[src/rtl/ring_agen_pkg.sv]
`timescale 1ns/1ps
package ring_agen_pkg;

   typedef enum logic [1:0] {
      AG_IDLE = 2'd0,
      AG_RUN  = 2'd1,
      AG_HALT = 2'd2
   } ag_state_e;

   function automatic int unsigned agen_lsb(input int unsigned bytes);
      int unsigned n;
      n = 0;
      while ((1 << n) < bytes) n++;
      return n;
   endfunction

endpackage

[src/rtl/ring_agen_addr.sv]
`timescale 1ns/1ps
module ring_agen_addr #(
   parameter int unsigned ADDR_W     = 32,
   parameter int unsigned WORD_BYTES = 4
) (
   input  logic              clk,
   input  logic              rst_n,
   input  logic              load,
   input  logic              step_en,
   input  logic              mem_mode,
   input  logic [ADDR_W-1:0] start_addr,
   input  logic [ADDR_W-1:0] lo_addr,
   input  logic [ADDR_W-1:0] hi_addr,
   input  logic [ADDR_W-1:0] stop_addr,
   output logic [ADDR_W-1:0] addr,
   output logic              at_stop
);
   import ring_agen_pkg::*;

   localparam int unsigned LSB = agen_lsb(WORD_BYTES);
   localparam logic [ADDR_W-1:0] STEP = ADDR_W'(WORD_BYTES);

   logic [ADDR_W-1:0] start_al, lo_al, hi_al, stop_al;
   logic [ADDR_W-1:0] addr_q, addr_d;

   generate
      if ((1 << LSB) != WORD_BYTES) begin : g_bad_word
         $error("WORD_BYTES must be a power of two");
      end
      if (LSB == 0) begin : g_byte
         assign start_al = start_addr;
         assign lo_al    = lo_addr;
         assign hi_al    = hi_addr;
         assign stop_al  = stop_addr;
      end else begin : g_word
         assign start_al = {start_addr[ADDR_W-1:LSB], {LSB{1'b0}}};
         assign lo_al    = {lo_addr[ADDR_W-1:LSB],    {LSB{1'b0}}};
         assign hi_al    = {hi_addr[ADDR_W-1:LSB],    {LSB{1'b0}}};
         assign stop_al  = {stop_addr[ADDR_W-1:LSB],  {LSB{1'b0}}};
      end
   endgenerate

   always_comb begin
      addr_d = addr_q;
      if (load) begin
         addr_d = start_al;
      end else if (step_en && mem_mode) begin
         addr_d = (addr_q == hi_al) ? lo_al : addr_q + STEP;
      end
   end

   always_ff @(posedge clk or negedge rst_n) begin
      if (!rst_n) addr_q <= '0;
      else        addr_q <= addr_d;
   end

   assign addr    = addr_q;
   assign at_stop = (addr_q == stop_al);

endmodule

[src/rtl/ring_agen_count.sv]
`timescale 1ns/1ps
module ring_agen_count #(
   parameter int unsigned CNT_W = 16
) (
   input  logic             clk,
   input  logic             rst_n,
   input  logic             clear,
   input  logic             inc,
   input  logic [CNT_W-1:0] len,
   output logic             last,
   output logic             len_nz
);
   logic [CNT_W-1:0] cnt_q;
   logic [CNT_W-1:0] cnt_inc;

   assign cnt_inc = cnt_q + CNT_W'(1);
   assign last    = (cnt_inc == len);
   assign len_nz  = (len != '0);

   always_ff @(posedge clk or negedge rst_n) begin
      if (!rst_n) begin
         cnt_q <= '0;
      end else if (clear) begin
         cnt_q <= '0;
      end else if (inc) begin
         cnt_q <= last ? '0 : cnt_inc;
      end
   end

endmodule

[src/rtl/ring_agen_ctrl.sv]
`timescale 1ns/1ps
module ring_agen_ctrl (
   input  logic clk,
   input  logic rst_n,
   input  logic go,
   input  logic repeat_en,
   input  logic mem_mode,
   input  logic at_stop,
   input  logic len_nz,
   input  logic last,
   input  logic word_ack,
   output logic start_load,
   output logic accept,
   output logic xfer_ok,
   output logic done_pulse
);
   import ring_agen_pkg::*;

   ag_state_e st_q, st_d;
   logic      done_q;

   assign xfer_ok    = (st_q == AG_RUN) && go && len_nz && !(mem_mode && at_stop);
   assign accept     = xfer_ok && word_ack;
   assign start_load = (st_q == AG_IDLE) && go;

   always_comb begin
      st_d = st_q;
      case (st_q)
         AG_IDLE: if (go) st_d = AG_RUN;
         AG_RUN: begin
            if (!go)                                 st_d = AG_IDLE;
            else if (accept && last && !repeat_en)   st_d = AG_HALT;
         end
         AG_HALT: if (!go) st_d = AG_IDLE;
         default: st_d = AG_IDLE;
      endcase
   end

   always_ff @(posedge clk or negedge rst_n) begin
      if (!rst_n) begin
         st_q   <= AG_IDLE;
         done_q <= 1'b0;
      end else begin
         st_q   <= st_d;
         done_q <= accept && last;
      end
   end

   assign done_pulse = done_q;

endmodule

[src/rtl/ring_dma_agen.sv]
`timescale 1ns/1ps
module ring_dma_agen #(
   parameter int unsigned ADDR_W     = 32,
   parameter int unsigned CNT_W      = 16,
   parameter int unsigned WORD_BYTES = 4
) (
   input  logic              clk,
   input  logic              rst_n,
   input  logic              cfg_go,
   input  logic              cfg_mem_mode,
   input  logic              cfg_repeat,
   input  logic [ADDR_W-1:0] cfg_start_addr,
   input  logic [ADDR_W-1:0] cfg_lo_addr,
   input  logic [ADDR_W-1:0] cfg_hi_addr,
   input  logic [ADDR_W-1:0] cfg_stop_addr,
   input  logic [CNT_W-1:0]  cfg_xfer_len,
   input  logic              word_ack,
   output logic [ADDR_W-1:0] cur_addr,
   output logic              xfer_ok,
   output logic              done_pulse
);
   logic start_load, accept, at_stop, last, len_nz;

   generate
      if (ADDR_W < 8) begin : g_bad_addr
         $error("ADDR_W too small");
      end
      if (CNT_W < 1) begin : g_bad_cnt
         $error("CNT_W must be at least 1");
      end
   endgenerate

   ring_agen_ctrl u_ctrl (
      .clk        (clk),
      .rst_n      (rst_n),
      .go         (cfg_go),
      .repeat_en  (cfg_repeat),
      .mem_mode   (cfg_mem_mode),
      .at_stop    (at_stop),
      .len_nz     (len_nz),
      .last       (last),
      .word_ack   (word_ack),
      .start_load (start_load),
      .accept     (accept),
      .xfer_ok    (xfer_ok),
      .done_pulse (done_pulse)
   );

   ring_agen_count #(.CNT_W(CNT_W)) u_count (
      .clk    (clk),
      .rst_n  (rst_n),
      .clear  (start_load),
      .inc    (accept),
      .len    (cfg_xfer_len),
      .last   (last),
      .len_nz (len_nz)
   );

   ring_agen_addr #(.ADDR_W(ADDR_W), .WORD_BYTES(WORD_BYTES)) u_addr (
      .clk        (clk),
      .rst_n      (rst_n),
      .load       (start_load),
      .step_en    (accept),
      .mem_mode   (cfg_mem_mode),
      .start_addr (cfg_start_addr),
      .lo_addr    (cfg_lo_addr),
      .hi_addr    (cfg_hi_addr),
      .stop_addr  (cfg_stop_addr),
      .addr       (cur_addr),
      .at_stop    (at_stop)
   );

endmodule

[config.mk]
export PLATFORM = sky130hd
export DESIGN_NAME = ring_dma_agen
export DESIGN_NICKNAME = d
export VERILOG_FILES = /design/src/rtl/ring_agen_pkg.sv /design/src/rtl/ring_agen_addr.sv /design/src/rtl/ring_agen_count.sv /design/src/rtl/ring_agen_ctrl.sv /design/src/rtl/ring_dma_agen.sv
export SDC_FILE = /design/constraint.sdc
export NUM_CORES = 1
export LEC_CHECK = 0
export CAP_MARGIN = 5
export CORE_ASPECT_RATIO = 0.7
export CORE_MARGIN = 5
export CORE_UTILIZATION = 46
export CTS_CLUSTER_DIAMETER = 30
export DETAILED_ROUTE_END_ITERATION = 8
export PLACE_DENSITY = 0.83
export SYNTH_ARGS = -nofsm -noshare
export SYNTH_HDL_FRONTEND = slang
export SYNTH_HIERARCHICAL = 1
export SYNTH_SLANG_ARGS = --single-unit
export TNS_END_PERCENT = 20
[constraint.sdc]
create_clock -name clk -period 3.75 [get_ports clk]
set_input_delay 0.9375 -clock clk [delete_from_list [all_inputs] [get_ports clk]]
set_output_delay 0.9375 -clock clk [all_outputs]
set_load 0.03 [all_outputs]
==> results.ini, run 1 <==
[run_status]
status=complete, no violations

[logic_synthesis]
synth_top_area_frac=0.248
synth_warnings=6
synth.area.top_cells=dfrtp_1 25%, xnor2_1 11%, xor2_1 5.7%
syn-cell-area_um2=4940
synth_top_area_cell=dfrtp_1
synth_edf_count=0
avgSynthCellArea_um2=8.07
syn_inst=612
synth.distinct_cells=77
synthFlopType=dfrtp_1
synth-seq-area-share=0.248
synth_seq_cells=49
async_flop_share=1.00

[die]
start_util=0.473
die_area_um2=12900
num_rows=31
die_w_um=134
die_h_um=96.7
io_pins=184
core-area_um2=10400

[clock_network]
clockRootBuffer=clkbuf_16
htree_levels=2
cts_sinks=49
cts_buffers=5
clockBufferDepth=2
insertion_delay_ns=0.29
cts_tree=yes
clkSlewWorstSetupHoldPaths_ns=0.07

[min_path]
min_delay_path_depth=2
min_to=u_count/cnt_q[15]
hold_start=u_count/cnt_q[15]
hold_class=reg -> reg

[routing]
vias_per_cell=6.10
drc=0
wl_mm=19.2
drt-initial-drc-count=817
dr.pass1.iters=6
drt-wirelength-per-cell_um=21.1
vias=5547
ant_nets=0

[cells_and_area]
area_delta_synth_final_pct=44.7
diodes=0
nNetsFinal=929
n_fill_cell=828
final_util=0.684
drive_above_1_share=0.113

[sta]
hold_slack_ns=0.577
setup_ws_ns=0.0997
fmax_mhz=274
fin_crit_sh=0.973
slew_headroom=0.528
fin_crit_ns=3.65
rsz0062_at_grt=false
setup_viol_count_final=0
skew_ns=0.00689
drv_slew=0
tightest_slew_ns=0.708
hold_viol_final=0
tns_ns=0

[worst_setup_path]
arrival_ns=2.71
end_kind=output port
slowest_stage=clkdlybuf4s50_1
critPathMaxStageDelay_ns=0.43
cpMostUsedCell=buf_4
critPathRequiredTime_ns=2.81
reg2reg_slack_ns=0.20
r2r-end=u_ctrl/st_q[0]
start_kind=input pin
path_class=in -> out
path_buf_inv=3
reg2reg_from=u_count/cnt_q[0]
path_max_fanout=2
reg2reg_depth=9
critPathTopFamily=simple AND/OR/NAND/NOR gates
crit_chain=clkdlybuf4s50_1 > xor2_1 > nor4_2 > buf_4 > nand4_1 > nor4_1 > and2_1 > nor2_1 > buf_4

[power_and_ir_drop]
p_total_mw=2.05
powerDensity_nw_per_um2=287
ir_worst_vdd_mv=0.202
leakagePower_nw=2.88

[global_route]
grt_pass1_vias=5325
grt_antenna_before_repair=0
grt_max_degree=57
grt_pass1_wl_mm=29.3
grt_use_total=0.282
overflow=0

[placed_design]
dp_hpwl_mm=15.1
place_ws_ns=-0.391
port_buffers=173
gp_congestion=0.961

[flow_run]
cap_violations=0

==> layout by cell type, fill, tap and decap left out, types with 4 or more instances in the layout <==
cell / count
nand3_1: 36
nor3_1: 9
o211ai_1: 4
buf_4: 41
and2_1: 4
nand2_1: 52
a21oi_1: 24
a2bb2oi_1: 5
o21ai_0: 32
and3_1: 27
buf_12: 5
clkbuf_16: 5
nor2_1: 28
xor2_1: 32
nand4_1: 26
inv_1: 13
a21oi_2: 5
nor4_2: 6
nor2b_1: 14
o211a_1: 5
o21ai_1: 7
xnor2_1: 62
dfrtp_1: 49
nor4_1: 10
clkdlybuf4s50_1: 170
mux2i_1: 23
==> final cells by class <==
| class | count | area, um2 | area share |
|---|---|---|---|
| multi-input combinational | 490 | 3440 | 0.482 |
| clock buffer | 6 | 129 | 0.0180 |
| timing repair buffer | 218 | 2120 | 0.297 |
| tap | 132 | 165 | 0.0231 |
| inverter | 13 | 48.8 | 0.00683 |
| sequential | 49 | 1230 | 0.172 |
| clock inverter | 2 | 10.0 | 0.00140 |
==> layer usage <==
layer	wire [um]	share of wire	global-route usage
met5	0	0	0
met4	447	0.023	0.0806
met3	2060	0.11	0.0488
met2	8480	0.44	0.425
met1	8240	0.43	0.414
==> registers in the layout, indices dropped and copies added (netlist names) <==
name,cells
u_addr/addr,30
u_count/cnt_q,16
u_ctrl/st_q,2
u_ctrl/done_pulse,1
==> metrics by stage <==
step,area [um2],cells
after floorplan,4940,613
after global placement,6960,901
after detailed placement,6960,901
after CTS,7110,910
after global routing,7140,910
final,7140,910
==> where the power goes <==
group	switching, mW	leakage [nW]	internal [mW]
clock network	0.214	0.0706	0.246
logic	0.451	2.21	0.447
registers	0.111	0.600	0.582
total	0.777	2.88	1.28
==> worst register-to-register path, delay by kind of cell, from the launching register on <==
family,cells,cell delay (ns)
AO/OA/AOI/OAI,4,1.39
flip-flops,1,0.56
AND/OR/NAND/NOR,4,1.09
adder cells (fa/ha/maj),1,0.40
==> cells in the mapped netlist, types with 4 or more instances <==
master,number
and3_1,27
xor2_1,32
a21oi_2,5
nor3_1,9
inv_1,13
nor2b_1,15
mux2i_1,23
nand3_1,36
and2_1,4
o211a_1,5
nand4_1,26
buf_2,23
o211ai_1,4
nand2_1,54
nor4_1,13
o21ai_0,32
dfrtp_1,49
xnor2_1,62
a2bb2oi_1,5
o21ai_1,7
nor2_1,29
a21oi_1,24
clkbuf_1,33
==> worst max path at each step <==
stage,startpoint,endpoint,slack [ns],cells past startpoint
2_1_floorplan,cfg_stop_addr[18],u_addr/addr[10],0.79,12
3_3_place_gp,cfg_stop_addr[29],xfer_ok,-0.35,9
3_5_place_dp,cfg_stop_addr[29],xfer_ok,-0.39,9
4_1_cts,cfg_stop_addr[21],xfer_ok,-0.001,9
5_1_grt,cfg_stop_addr[25],xfer_ok,0.009,9
6_report,cfg_stop_addr[25],xfer_ok,0.1,9
==> timing repair <==
item | CTS | global route
setup endpoints to repair | 1 | 14
resized for setup | 8 | 7
setup buffers | 1 | 0
pin swaps | 4 | 1
hold buffers | 0 | 0
==> logic make-up after synthesis <==
family / count (synthesis) / share of synthesized area
XOR/XNOR: 94 / 0.167
AND/OR/NAND/NOR: 248 / 0.298
AO/OA/AOI/OAI: 120 / 0.167
other: 1 / 0.000760
multiplexers: 24 / 0.0489
flip-flops: 49 / 0.248
buffers and inverters: 74 / 0.0651
adder cells (fa/ha/maj): 2 / 0.00507
Note: power is estimated with default switching activity, not from simulation.
==> run 2: changes to the inputs <==
Settings changed: CORE_UTILIZATION 46 to 49, PLACE_DENSITY 0.83 to 0.87.
Clock period 3.75 ns to 4.2 ns, I/O delays scaled along.
==> results.ini, run 2 (same netlist as run 1, synthesis figures left out) <==
[flow_run]
cap_violations=0  ; unchanged

[sta]
drv_slew=0  ; unchanged
fin_crit_sh=0.999
fmax_mhz=238
fin_crit_ns=4.20
hold_viol_final=0  ; unchanged
setup_ws_ns=0.00236  ; -0.0973 ns
tightest_slew_ns=0.723  ; +0.0155 ns
rsz0062_at_grt=true
tns_ns=0  ; unchanged
slew_headroom=0.518  ; -0.00982
skew_ns=0.00859  ; +0.00170 ns
setup_viol_count_final=0  ; unchanged

[power_and_ir_drop]
powerDensity_nw_per_um2=262  ; -8.7%
leakagePower_nw=2.77  ; -3.9%
ir_worst_vdd_mv=0.167  ; -17%

[cells_and_area]
final_cell_mix=171 x clkdlybuf4s50_1, 62 x xnor2_1, 53 x nand2_1
largest_reg_flops=30  ; unchanged
nNetsFinal=908  ; -2.3%
area_delta_synth_final_pct=40.1
n_fill_cell=776  ; -6.3%
final_cells=884  ; -2.9%
drive_above_1_share=0.0820  ; -0.0311
regArea_um2=1230  ; unchanged
diodes=0  ; unchanged
multi_input_area_um2=3440  ; -0.11%
layout_commonest_cell=clkdlybuf4s50_1

[die]
start_util=0.506  ; +0.0327
die_w_um=130  ; -2.9%
num_rows=30  ; -3.2%
io_pins=184  ; unchanged
die_area_um2=12200  ; -5.6%
die_h_um=94.0  ; -2.8%
core-area_um2=9760  ; -6.5%

[run_status]
status=complete, no violations

[worst_setup_path]
critPathRequiredTime_ns=3.15  ; +0.34 ns
end_kind=output port
path_class=in -> out
start_kind=input pin
r2r-end=u_count/cnt_q[1]
arrival_ns=3.15  ; +0.44 ns
reg2reg_depth=7  ; -2
reg2reg_slack_ns=0.70  ; +0.50 ns
crit_end=xfer_ok
cp-startpoint=cfg_stop_addr[18]
reg2reg_from=u_count/cnt_q[0]
path_max_fanout=2  ; unchanged

[clock_network]
clkSlewWorstSetupHoldPaths_ns=0.07  ; about the same
cts_buffers=5  ; unchanged
clockBufferDepth=2  ; unchanged
cts_setup_buffers=0  ; -1
cts_resized=2  ; -6
htree_levels=2  ; unchanged
cts_tree=yes
cts_sinks=49  ; unchanged
hold_buffers=0  ; unchanged
insertion_delay_ns=0.30  ; about the same
clockRootBuffer=clkbuf_16

[routing]
ant_nets=0  ; unchanged
dr.pass1.iters=6  ; unchanged
wl_mm=18.7  ; -2.9%
drt-wirelength-per-cell_um=21.1  ; about the same
vias=5485  ; -1.1%
vias_per_cell=6.20  ; +1.8%
drc=0  ; unchanged
drt-initial-drc-count=606  ; -26%

[placed_design]
port_buffers=173  ; unchanged
place_ws_ns=-0.278  ; +0.112 ns
gp_congestion=0.959  ; -0.23%
place_inst=877  ; -2.7%
dp_hpwl_mm=14.7  ; -2.8%

[global_route]
grt_antenna_before_repair=0  ; unchanged
grt_use_total=0.300  ; +0.0179
grt_pass1_vias=5451  ; +2.4%
grt_pass1_wl_mm=28.8  ; -1.8%
overflow=0  ; unchanged
grt_max_degree=39  ; -32%

[min_path]
hold_class=reg -> reg

[run 2: layout make-up]
type | instances | share of cell area
inverter | 13 | 0.00705
multi-input combinational | 490 | 0.497
sequential | 49 | 0.177
timing repair buffer | 197 | 0.275
clock buffer | 7 | 0.0206
tap | 128 | 0.0231
[run 2: metal layers]
| layer | routed length, um | share of wire | global-route usage |
|---|---|---|---|
| met4 | 476 | 0.026 | 0.0917 |
| met5 | 0 | 0 | 0 |
| met3 | 2240 | 0.12 | 0.0903 |
| met2 | 8430 | 0.45 | 0.463 |
| met1 | 7510 | 0.40 | 0.404 |
[run 2: worst min-delay path by stage]
stage / end / cells after the start / startpoint / slack [ns]
2_1_floorplan: u_ctrl/st_q[1] / 2 / u_ctrl/st_q[1] / 0.50
3_3_place_gp: u_ctrl/st_q[1] / 2 / u_ctrl/st_q[1] / 0.52
3_5_place_dp: u_ctrl/st_q[1] / 2 / u_ctrl/st_q[1] / 0.55
4_1_cts: u_ctrl/st_q[1] / 2 / u_ctrl/st_q[1] / 0.56
5_1_grt: u_ctrl/st_q[0] / 2 / u_ctrl/st_q[1] / 0.61
6_report: u_ctrl/st_q[1] / 2 / u_ctrl/st_q[1] / 0.57
[run 2: per-stage QoR]
stage	instance area [um2]	utilization	hold WS, ns	power, mW
4_1_cts	6890	0.706	0.563	1.80
3_3_place_gp	6740	0.691	0.518	1.35
6_report	6920	0.709	0.570	1.81
3_5_place_dp	6740	0.691	0.548	1.38
2_1_floorplan	4940	-	0.498	1.03
5_1_grt	6920	0.709	0.607	1.89
[run 2: power breakdown]
group / switching, mW / leakage [nW] / internal, mW
Combinational: 0.373 / 2.10 / 0.378
Clock: 0.186 / 0.0700 / 0.235
Sequential: 0.123 / 0.600 / 0.519
[run 2: critical path: stages]
cell and delay (ns):
clkdlybuf4s50_1 0.41, xor2_1 0.14, nor4_1 0.36, nand3_1 0.25, nor4_4 0.30, and2_1 0.22, nor2_1 0.05, dlygate4sd2_1 0.35
